### src/rtl/dist_pkg.sv
package dist_pkg;
   localparam int unsigned SGI_COUNT = 16;

   typedef enum logic [3:0] {
      SEL_NONE, SEL_CTRL, SEL_GROUP, SEL_SETEN, SEL_CLREN,
      SEL_SETPD, SEL_CLRPD, SEL_PRIO, SEL_TGT, SEL_SGI
   } reg_sel_e;

   // expand byte strobes into a bit mask
   function automatic logic [31:0] lane_mask(input logic [3:0] strb);
      logic [31:0] m;
      for (int k = 0; k < 4; k++) m[k*8 +: 8] = {8{strb[k]}};
      return m;
   endfunction

   function automatic reg_sel_e decode(input logic [11:0] addr);
      reg_sel_e s;
      s = SEL_NONE;
      if (addr[11:2] == 10'h000)       s = SEL_CTRL;
      else if (addr[11:7] == 5'd1)     s = SEL_GROUP;
      else if (addr[11:7] == 5'd2)     s = SEL_SETEN;
      else if (addr[11:7] == 5'd3)     s = SEL_CLREN;
      else if (addr[11:7] == 5'd4)     s = SEL_SETPD;
      else if (addr[11:7] == 5'd5)     s = SEL_CLRPD;
      else if (addr[11:10] == 2'b01)   s = SEL_PRIO;
      else if (addr[11:10] == 2'b10)   s = SEL_TGT;
      else if (addr[11:2] == 10'h3C0)  s = SEL_SGI;
      return s;
   endfunction
endpackage

### src/rtl/dist_bit_word.sv
module dist_bit_word #(
   parameter int unsigned WORD_IDX = 0,
   parameter int unsigned NUM_IRQ  = 64
) (
   input  logic        clk,
   input  logic        rst_n,
   input  logic        grp_wr,
   input  logic        set_en_wr,
   input  logic        clr_en_wr,
   input  logic        set_pd_wr,
   input  logic        clr_pd_wr,
   input  logic [31:0] wdata,
   input  logic [31:0] lane_m,
   input  logic [31:0] hw_rise,
   output logic [31:0] en_q,
   output logic [31:0] pd_q,
   output logic [31:0] grp_q
);
   localparam int unsigned BASE = WORD_IDX * 32;

   logic [31:0] impl_m;   // IDs that exist
   logic [31:0] pd_m;     // IDs whose pending lives here (not SGIs)
   logic [31:0] wm;

   for (genvar b = 0; b < 32; b++) begin : g_mask
      assign impl_m[b] = (BASE + b < NUM_IRQ);
      assign pd_m[b]   = (BASE + b < NUM_IRQ) && (BASE + b >= 16);
   end

   assign wm = wdata & lane_m;

   always_ff @(posedge clk or negedge rst_n) begin
      if (!rst_n) begin
         en_q  <= '0;
         pd_q  <= '0;
         grp_q <= '0;
      end else begin
         if (grp_wr)
            grp_q <= ((grp_q & ~lane_m) | wm) & impl_m;
         if (set_en_wr)
            en_q <= en_q | (wm & impl_m);
         else if (clr_en_wr)
            en_q <= en_q & ~wm;
         // clear is applied last so it wins over a same-cycle edge
         pd_q <= ((pd_q | (set_pd_wr ? wm : '0) | hw_rise)
                  & ~(clr_pd_wr ? wm : '0)) & pd_m;
      end
   end

   AST_EN_SET: assert property (@(posedge clk) disable iff (!rst_n)
      set_en_wr |=> ((en_q & $past(wm & impl_m)) == $past(wm & impl_m)));
   AST_EN_HOLD: assert property (@(posedge clk) disable iff (!rst_n)
      (!set_en_wr && !clr_en_wr) |=> $stable(en_q));
   AST_CLR_WINS: assert property (@(posedge clk) disable iff (!rst_n)
      clr_pd_wr |=> ((pd_q & $past(wm)) == '0));
   AST_SGI_NOSET: assert property (@(posedge clk) disable iff (!rst_n)
      set_pd_wr |=> ((pd_q & ~pd_m) == '0));
endmodule

### src/rtl/dist_byte_bank.sv
module dist_byte_bank #(
   parameter int unsigned NUM_ENTRY = 64,
   parameter int unsigned FIELD_W   = 8
) (
   input  logic                           clk,
   input  logic                           rst_n,
   input  logic                           wr,
   input  logic [7:0]                     word_idx,
   input  logic [3:0]                     strb,
   input  logic [31:0]                    wdata,
   input  logic [7:0]                     rd_word,
   output logic [31:0]                    rd_data,
   output logic [NUM_ENTRY*FIELD_W-1:0]   field_flat
);
   if (FIELD_W < 1 || FIELD_W > 8) begin : g_bad_width
      $error("dist_byte_bank: FIELD_W must be 1..8");
   end

   logic [FIELD_W-1:0] mem [NUM_ENTRY];
   logic               unused_wdata;

   assign unused_wdata = ^wdata;

   always_ff @(posedge clk or negedge rst_n) begin
      if (!rst_n) begin
         for (int e = 0; e < NUM_ENTRY; e++) mem[e] <= '0;
      end else if (wr) begin
         for (int e = 0; e < NUM_ENTRY; e++)
            if (word_idx == 8'(e / 4) && strb[e % 4])
               mem[e] <= wdata[(e % 4) * 8 +: FIELD_W];
      end
   end

   always_comb begin
      rd_data = '0;
      for (int e = 0; e < NUM_ENTRY; e++)
         if (rd_word == 8'(e / 4))
            rd_data[(e % 4) * 8 +: FIELD_W] = mem[e];
   end

   for (genvar e = 0; e < NUM_ENTRY; e++) begin : g_flat
      assign field_flat[e*FIELD_W +: FIELD_W] = mem[e];
   end

   AST_LANE_KEEP: assert property (@(posedge clk) disable iff (!rst_n)
      (wr && word_idx == 8'd0 && !strb[0]) |=> $stable(mem[0]));
endmodule

### src/rtl/dist_sgi_unit.sv
module dist_sgi_unit #(
   parameter int unsigned NUM_CPU = 8
) (
   input  logic                  clk,
   input  logic                  rst_n,
   input  logic                  trig,
   input  logic [3:0]            trig_id,
   input  logic                  trig_grp,
   input  logic [NUM_CPU-1:0]    trig_list,
   input  logic [15:0]           sgi_grp,
   input  logic                  clr_wr,
   input  logic [15:0]           clr_m,
   output logic [16*NUM_CPU-1:0] pend_flat,
   output logic [15:0]           pend_any
);
   logic [NUM_CPU-1:0] pend [16];
   logic               grp_ok;

   assign grp_ok = (trig_grp == sgi_grp[trig_id]);

   always_ff @(posedge clk or negedge rst_n) begin
      if (!rst_n) begin
         for (int i = 0; i < 16; i++) pend[i] <= '0;
      end else begin
         for (int i = 0; i < 16; i++) begin
            if (clr_wr && clr_m[i])
               pend[i] <= '0;
            else if (trig && grp_ok && trig_id == 4'(i))
               pend[i] <= pend[i] | trig_list;
         end
      end
   end

   for (genvar i = 0; i < 16; i++) begin : g_out
      assign pend_flat[i*NUM_CPU +: NUM_CPU] = pend[i];
      assign pend_any[i] = |pend[i];
   end

   AST_SGI_RAISE: assert property (@(posedge clk) disable iff (!rst_n)
      (trig && grp_ok) |=> ((pend[$past(trig_id)] & $past(trig_list)) == $past(trig_list)));
   AST_SGI_GRP_FILTER: assert property (@(posedge clk) disable iff (!rst_n)
      (trig && !grp_ok) |=> $stable(pend_flat));
   AST_SGI_CLR_ALL: assert property (@(posedge clk) disable iff (!rst_n)
      clr_wr |=> ((pend_any & $past(clr_m)) == '0));
endmodule

### src/rtl/irq_distributor.sv
module irq_distributor
   import dist_pkg::*;
#(
   parameter int unsigned NUM_IRQ = 64,
   parameter int unsigned NUM_CPU = 8
) (
   input  logic                       clk,
   input  logic                       rst_n,
   input  logic [11:0]                bus_addr,
   input  logic                       bus_wr,
   input  logic [3:0]                 bus_wstrb,
   input  logic [31:0]                bus_wdata,
   output logic [31:0]                bus_rdata,
   input  logic [NUM_IRQ-1:0]         irq_in,
   output logic [NUM_IRQ-1:0]         irq_pending,
   output logic [NUM_IRQ-1:0]         irq_enable,
   output logic [NUM_IRQ-1:0]         irq_group,
   output logic [NUM_IRQ*8-1:0]       irq_prio,
   output logic [NUM_IRQ*NUM_CPU-1:0] irq_target,
   output logic [16*NUM_CPU-1:0]      sgi_pending,
   output logic                       fwd_grp0_en,
   output logic                       fwd_grp1_en
);
   localparam int unsigned NUM_WORDS = (NUM_IRQ + 31) / 32;
   localparam int unsigned PAD_W     = NUM_WORDS * 32;

   if (NUM_IRQ < 32 || NUM_IRQ > 1020) begin : g_bad_irq
      $error("irq_distributor: NUM_IRQ must be 32..1020");
   end
   if (NUM_CPU < 1 || NUM_CPU > 8) begin : g_bad_cpu
      $error("irq_distributor: NUM_CPU must be 1..8");
   end

   reg_sel_e          sel;
   logic [31:0]       lane_m;
   logic [4:0]        word_n;
   logic [NUM_IRQ-1:0] irq_prev, rise;
   logic [PAD_W-1:0]  rise_pad, en_flat, pd_flat, grp_flat;
   logic [31:0]       en_w [NUM_WORDS];
   logic [31:0]       pd_w [NUM_WORDS];
   logic [31:0]       grp_w [NUM_WORDS];
   logic [15:0]       sgi_any;
   logic [31:0]       prio_rd, tgt_rd;
   logic [31:0]       rd_en, rd_pd, rd_grp;
   logic [1:0]        ctrl_q;
   logic              unused_addr;

   assign sel         = decode(bus_addr);
   assign lane_m      = lane_mask(bus_wstrb);
   assign word_n      = bus_addr[6:2];
   assign unused_addr = ^bus_addr[1:0];

   // rising-edge detect on peripheral lines
   always_ff @(posedge clk or negedge rst_n) begin
      if (!rst_n) irq_prev <= '0;
      else        irq_prev <= irq_in;
   end
   assign rise     = irq_in & ~irq_prev;
   assign rise_pad = PAD_W'(rise);

   for (genvar w = 0; w < NUM_WORDS; w++) begin : g_word
      dist_bit_word #(.WORD_IDX(w), .NUM_IRQ(NUM_IRQ)) u_word (
         .clk       (clk),
         .rst_n     (rst_n),
         .grp_wr    (bus_wr && sel == SEL_GROUP && word_n == 5'(w)),
         .set_en_wr (bus_wr && sel == SEL_SETEN && word_n == 5'(w)),
         .clr_en_wr (bus_wr && sel == SEL_CLREN && word_n == 5'(w)),
         .set_pd_wr (bus_wr && sel == SEL_SETPD && word_n == 5'(w)),
         .clr_pd_wr (bus_wr && sel == SEL_CLRPD && word_n == 5'(w)),
         .wdata     (bus_wdata),
         .lane_m    (lane_m),
         .hw_rise   (rise_pad[w*32 +: 32]),
         .en_q      (en_w[w]),
         .pd_q      (pd_w[w]),
         .grp_q     (grp_w[w])
      );
      assign en_flat[w*32 +: 32]  = en_w[w];
      assign pd_flat[w*32 +: 32]  = pd_w[w];
      assign grp_flat[w*32 +: 32] = grp_w[w];
   end

   dist_sgi_unit #(.NUM_CPU(NUM_CPU)) u_sgi (
      .clk       (clk),
      .rst_n     (rst_n),
      .trig      (bus_wr && sel == SEL_SGI),
      .trig_id   (bus_wdata[3:0]),
      .trig_grp  (bus_wdata[15]),
      .trig_list (bus_wdata[16 +: NUM_CPU]),
      .sgi_grp   (grp_w[0][15:0]),
      .clr_wr    (bus_wr && sel == SEL_CLRPD && word_n == 5'd0),
      .clr_m     (bus_wdata[15:0] & lane_m[15:0]),
      .pend_flat (sgi_pending),
      .pend_any  (sgi_any)
   );

   dist_byte_bank #(.NUM_ENTRY(NUM_IRQ), .FIELD_W(8)) u_prio (
      .clk        (clk),
      .rst_n      (rst_n),
      .wr         (bus_wr && sel == SEL_PRIO),
      .word_idx   (bus_addr[9:2]),
      .strb       (bus_wstrb),
      .wdata      (bus_wdata),
      .rd_word    (bus_addr[9:2]),
      .rd_data    (prio_rd),
      .field_flat (irq_prio)
   );

   dist_byte_bank #(.NUM_ENTRY(NUM_IRQ), .FIELD_W(NUM_CPU)) u_tgt (
      .clk        (clk),
      .rst_n      (rst_n),
      .wr         (bus_wr && sel == SEL_TGT),
      .word_idx   (bus_addr[9:2]),
      .strb       (bus_wstrb),
      .wdata      (bus_wdata),
      .rd_word    (bus_addr[9:2]),
      .rd_data    (tgt_rd),
      .field_flat (irq_target)
   );

   always_ff @(posedge clk or negedge rst_n) begin
      if (!rst_n)                                      ctrl_q <= '0;
      else if (bus_wr && sel == SEL_CTRL && bus_wstrb[0]) ctrl_q <= bus_wdata[1:0];
   end

   assign fwd_grp0_en = ctrl_q[0];
   assign fwd_grp1_en = ctrl_q[1];
   assign irq_enable  = en_flat[NUM_IRQ-1:0];
   assign irq_group   = grp_flat[NUM_IRQ-1:0];
   assign irq_pending = pd_flat[NUM_IRQ-1:0] | {{(NUM_IRQ-16){1'b0}}, sgi_any};

   always_comb begin
      rd_en  = '0;
      rd_pd  = '0;
      rd_grp = '0;
      for (int w = 0; w < NUM_WORDS; w++) begin
         if (word_n == 5'(w)) begin
            rd_en  = en_w[w];
            rd_pd  = pd_w[w];
            rd_grp = grp_w[w];
         end
      end
      if (word_n == 5'd0) rd_pd[15:0] = sgi_any;
      case (sel)
         SEL_CTRL:             bus_rdata = {30'b0, ctrl_q};
         SEL_GROUP:            bus_rdata = rd_grp;
         SEL_SETEN, SEL_CLREN: bus_rdata = rd_en;
         SEL_SETPD, SEL_CLRPD: bus_rdata = rd_pd;
         SEL_PRIO:             bus_rdata = prio_rd;
         SEL_TGT:              bus_rdata = tgt_rd;
         default:              bus_rdata = '0;
      endcase
   end

   AST_RSVD_NOEFFECT: assert property (@(posedge clk) disable iff (!rst_n)
      (bus_wr && (sel == SEL_NONE)) |=> ($stable(irq_enable) && $stable(irq_group)
         && $stable(irq_prio) && $stable(irq_target) && $stable(ctrl_q)));
   AST_CTRL_HOLD: assert property (@(posedge clk) disable iff (!rst_n)
      !(bus_wr && sel == SEL_CTRL) |=> $stable({fwd_grp1_en, fwd_grp0_en}));
endmodule

### config.mk
export PLATFORM = sky130hd
export DESIGN_NAME = irq_distributor
export DESIGN_NICKNAME = d
export VERILOG_FILES = /design/src/rtl/dist_pkg.sv /design/src/rtl/dist_bit_word.sv /design/src/rtl/dist_byte_bank.sv /design/src/rtl/dist_sgi_unit.sv /design/src/rtl/irq_distributor.sv
export SDC_FILE = /design/constraint.sdc
export NUM_CORES = 2
export LEC_CHECK = 0
export BUFFER_PORTS_ARGS = -buffer_cell sky130_fd_sc_hd__buf_2
export CAP_MARGIN = 20
export CORE_AREA = 2 2 584 586
export DETAILED_ROUTE_END_ITERATION = 10
export DIE_AREA = 0 0 586 588
export REMOVE_ABC_BUFFERS = 1
export SLEW_MARGIN = 20
export SYNTH_ARGS = -nofsm -noshare
export SYNTH_HDL_FRONTEND = slang
export SYNTH_SLANG_ARGS = --single-unit
### constraint.sdc
create_clock -name clk -period 3.6 [get_ports clk]
set_clock_uncertainty 0.1 [all_clocks]
set_input_delay 0.72 -clock clk [delete_from_list [all_inputs] [get_ports clk]]
set_output_delay 0.72 -clock clk [all_outputs]
set_load 0.01 [all_outputs]
# [After elaboration in Yosys (flattened, before gate mapping)]
# Cells that the tools add are included.
[classes] multipliers=0 n_div=0 shifts=0 mux=187 bitwise_logic=39 order_cmp=1 eq_ne=49 addsub=0 n_reduce_logical=285
[op_table] operator="$mux 8" n=160
[op_table] operator="$mux 32" n=14
[op_table] operator="$or 32x32->32" n=8
[op_table] operator="$reduce_and 2->1" n=128
[op_table] operator="$and 32x32->32" n=7
[op_table] operator="$pmux 32 s6" n=1
[op_table] operator="$not 32->32" n=4
[op_table] operator="$or 8x8->8" n=16
[op_table] operator="$reduce_or 8->1" n=16
[op_table] operator="$logic_and 1x1->1" n=117
[op_table] operator="$and 64x64->64" n=1
[op_table] operator="$eq 8x4->1 const B" n=8
[op_table] operator="$not 64->64" n=1
[op_table] operator="$or 64x16->64" n=1
[op_table] operator="$eq 4x4->1 const B" n=10
[op_table] operator="$mux 4" n=9
[op_table] operator="$reduce_bool 2->1" n=18
[op_table] operator="$eq 4x3->1 const B" n=8
[op_table] operator="$eq 8x3->1 const B" n=4
[op_table] operator="$and 16x16->16" n=1
[op_table] operator="$eq 4x2->1 const B" n=4
[op_table] operator="$eq 8x2->1 const B" n=2
[op_table] operator="$mux 16" n=1
[op_table] operator="$eq 10x10->1 const B" n=1
[op_table] operator="16 further kinds" n=21
[totals] out_inout_bits=1378 latchBits=0 mem_bits_ro=0 mem_bits_rw=0 regBits=1394 inputBits=115 n_memories=0

# [Depth between registers and ports, before layout]
[logic_depth] word_depth=18 ltp_mapped=12 depth_no_buf=7

# [Modules after synthesis]
# A second synthesis with hierarchy kept.
[hier_totals] hier_cells=5714 area_unflattened_um2=67588.6
[by_module_without_submodules] mod="dist_byte_bank" seq_area_each_um2=12812.3 cells_per_inst=2022 area_each_um2=24723.7 instances=2
[by_module_without_submodules] mod="dist_sgi_unit" seq_area_each_um2=3203.1 cells_per_inst=651 area_each_um2=6299.8 instances=1
[by_module_without_submodules] mod="irq_distributor" seq_area_each_um2=1651.6 cells_per_inst=446 area_each_um2=4272.8 instances=1
[by_module_without_submodules] mod="dist_bit_word (g_word[1].u_word)" seq_area_each_um2=2402.3 cells_per_inst=303 area_each_um2=4046.4 instances=1
[by_module_without_submodules] mod="dist_bit_word (g_word[0].u_word)" seq_area_each_um2=2001.9 cells_per_inst=270 area_each_um2=3522.1 instances=1

# [Least setup slack after synthesis]
# No wires, ideal clock.
[synth_path] path_kind="input to output" from="input port bus_addr[2]" to="output port bus_rdata[12]" arrival_ns=2.762 n_path_buf=4 path_slack_ns=0.018 cell_stages=8 path_cell_list="buf_2 > buf_4 > buf_2 > buf_2 > mux4_2 > a221oi_1 > nand2_1 > a211o_1"
[synth_between] elab_chain_cells=18 word_cells_on_any_way=78 cone_classes="eq/ne: 25; mux: 48; reduce/logical: 5"
[synth_rtl] item="from (decl)" line="irq_distributor.sv:9" rtl="input logic [11:0] bus_addr,"
[synth_rtl] item="$logic_not 8->1" line="dist_byte_bank.sv:37" rtl="if (rd_word == 8'(e / 4))"
[synth_rtl] item="$mux 8 (16 in series)" line="dist_byte_bank.sv:37"
[synth_rtl] item="$pmux 32 s6 *" line="irq_distributor.sv:143" rtl="case (sel)"
[synth_rtl] item="to (decl)" line="irq_distributor.sv:13" rtl="output logic [31:0] bus_rdata,"
# Every way passes the cells marked *; elsewhere a longest branch is shown, timed or not.

# [Final worst setup path]
[layout_path] from="input port bus_addr[9]" to="output port bus_rdata[20]"
# The elaborated chain is that of the path after synthesis.

==> key figures <==
Clock tree
  • CTS tree: built
  • Total CTS buffers: 167
  • H-tree level count: 4
  • Clk Latency, worst-skew pair: 0.92 ns
  • Sink Count: 1378
  • CTS clk-pin slew, worst paths: 0.06 ns
  • Clk buf depth: 4
  • Root Driver: clkbuf_16

Critical path
  • CP Max Fanout: 5
  • Req. time, crit path: 2.78 ns
  • Worst path slowest cell: or4b_4
  • Critical path capture point type: output pin
  • Slowest stage delay, CP: 0.63 ns
  • Startpoint Class: primary input
  • Crit-path cells: buf_8 -> buf_6 -> or4b_4 -> nor2_4 -> buf_6 -> buf_6 -> nand2_8 -> buf_12 -> buf_12 -> o211ai_1 -> buf_4 -> nand3_4 -> buf_6
  • Arr. time, crit path: 3.49 ns
  • Crit path top cell by count: buf_6
  • Crit Path Class: in -> out

Drt
  • Detailed-route DRC error count: 0
  • Final WL: 481 mm
  • Via count: 59400
  • Avg WL per Cell: 40.0 µm
  • DR vias/cell: 4.94
  • Initial DRC count: 6614
  • Number of iterations in the first detailed-routing pass: 6
  • Antenna Nets Post-Route: 0

Logic synthesis
  • Ys async rst share: 100%
  • Leading area contributor after synthesis: dfrtp_1
  • Synth Instances: 5087
  • Synth top cells by count: dfrtp_1 (1378), mux2_2 (1143), nand2_1 (375)
  • Post-Syn Area: 0.0629 mm²
  • Cell with the most instances after synthesis: dfrtp_1
  • Yosys warnings: 0
  • Leading post-synthesis cells by cell area: dfrtp_1 (55%), mux2_2 (20%), o21ai_0 (2.3%)
  • Number of flops mapped to enable cells by yosys: 0
  • #FFs+latches synth: 1378
  • Distinct cells, synth: 78
  • Top_reg_cell synth: dfrtp_1
  • Avg Synthesized Cell Area: 12.4 µm²
  • Seq/Total Area, Yosys: 54.8%
  • Yosys top cell area share: 54.8%

Global routing
  • First-pass GRT wire length: 612 mm
  • Vias in the first global route: 57800
  • Pin count of the biggest net entering global routing: 112
  • Total gr overflow: 0
  • Antenna violations before repair: 68
  • All-Layer GR Usage: 27.0%

Cells and area
  • Final Cell Area: 0.0932 mm²
  • Util after Layout: 27.5%
  • Final net count: 7458
  • Area grow syn2layout: 48.1%
  • Share of layout cells above drive strength 1: 56.7%

Place
  • Hpwl dp: 391 mm
  • Post-DP Area: 0.0832 mm²
  • GP Congestion: 0.972
  • Pre-CTS setup slack: -1.78 ns
  • Port bufs: 1474

STA
  • Worst setup slack after layout: -0.712 ns
  • Final Setup Violations: 32
  • Hold slack final: 0.225 ns
  • Slew Limit Fails: 0
  • Final min period: 4.31 ns
  • Worst slew pin tran: 1.02 ns
  • Hold Vio Cnt, Final: 0
  • F_max: 232 MHz
  • RSZ-0062 raised after global routing: yes
  • Fin crit share: 120%
  • Worst slew margin: 31.8%

Power and ir drop
  • Peak VDD IR: 0.453 mV
  • Sw Ratio: 26.7%
  • Net switching power: 0.00958 W
  • Clk pwr share: 48.3%
  • Reg power frac: 44.0%
  • Logic pwr share: 7.7%
  • LEAKAGE: 46.4 nW
  • Internal: 0.0263 W
  • Design Power: 0.0358 W
  • Power density over cell area: 385 mW/mm²

Run status
  • Outcome: finished, violations left
  • Violated checks: setup timing

Floorplan
  • Core area: 0.338 mm²
  • Die H: 588 µm
  • Cell Rows: 214
  • Total Die Area: 0.345 mm²
  • Chip width: 586 µm
  • Io pins: 1493
  • Initial Util: 18.6%

Job
  • Max-cap violations: 0

Hold path
  • Worst min path class: in -> reg
## routing by layer
layer | global-route usage [%] | part of all wire [%] | vias up
met4 | 15.5 | 6.9 | 4
met1 | 32.7 | 38 | 30900
li1 | - | - | 23600
met3 | 10.5 | 12 | 934
met5 | 0 | 0.0056 | -
met2 | 40.5 | 43 | 3992
## cells in the final DEF (no fill, tap or decap), types with 38 or more instances in the layout
cell type	n
nor2b_1	54
o21a_1	49
a22oi_1	138
buf_4	624
clkbuf_1	38
buf_12	226
o31ai_1	129
a21oi_1	110
nor2_1	215
dfrtp_1	1374
buf_2	1446
nand2_1	351
mux2_2	1143
nand3_1	38
o21ai_0	223
clkbuf_16	168
nand2_2	38
o32a_1	48
o22ai_1	91
buf_6	96
dlygate4sd3_1	49
mux4_2	52
mux2i_1	74
## sequential cells by signal, indices dropped and copies added (netlist names), named ones only
name / count
g_word.u_word.pd_q: 48
irq_prev: 48
u_sgi.pend_flat: 128
u_prio.field_flat: 512
u_tgt.field_flat: 512
ctrl_q: 2
## cell type report
type                    count  area [µm²]
diodes                     32        80.1
flip-flops and latches   1378       34500
repair buffers           2473       18600
inverters                   6        25.0
well taps                4536        5680
multi-input cells        3317       28900
clock inverters            59         689
fillers                 35400      245000
clock buffers             234        4730
## stage by stage
step	std cells	TNS [ns]
after CTS	12000	-18.72
after detailed placement	11500	-135.50
after global routing	12000	-20.17
after floorplan	4701	-710.73
final	12000	-18.02
after global placement	11500	-133.33
## final timing paths
path                            slack (ns)               start                     to  cells past startpoint
worst max register to register        0.86            register    u_sgi.pend_flat[89]                      8
min in group asynchronous             0.29               rst_n              async pin                      2
worst min register to register        0.40  u_sgi.pend_flat[5]     u_sgi.pend_flat[5]                      2
max in group asynchronous             1.80               rst_n  u_tgt.field_flat[176]                      3
worst min-delay path                  0.23       bus_wdata[22]    u_sgi.pend_flat[14]                      3
worst max-delay path                 -0.71         bus_addr[9]          bus_rdata[20]                     13
## critical path: cells and delay by family
family                 cells  cell delay [ns]
AO/OA/AOI/OAI              1             0.46
buffers and inverters      8             1.20
AND/OR/NAND/NOR            4             1.06
## power groups by stage
stage          sequential, W  combinational (W)  clock (W)
3_5_place_dp          0.0160            0.00259          0
2_1_floorplan         0.0160           0.000440          0
4_1_cts               0.0157            0.00274     0.0175
5_1_grt               0.0158            0.00288     0.0181
3_3_place_gp          0.0160            0.00259          0
6_report              0.0158            0.00277     0.0173
## cell families after synthesis
| group | share of synthesized area (%) |
|---|---|
| XOR/XNOR | 0.0139 |
| AO/OA/AOI/OAI | 12.2 |
| AND/OR/NAND/NOR | 6.75 |
| multiplexers | 23.5 |
| buffers and inverters | 2.75 |
| flip-flops | 54.8 |
## timing repair
| action | CTS | global route |
|---|---|---|
| resized for setup | 485 | 139 |
| hold buffers | 49 | 0 |
| endpoints found under the setup margin | 32 | 32 |
| hold endpoints to repair | 84 | 0 |
| setup buffers | 99 | 43 |
| gates cloned | 1 | 0 |
| pin swaps | 137 | 95 |
Note: power is estimated with default switching activity, not from simulation.
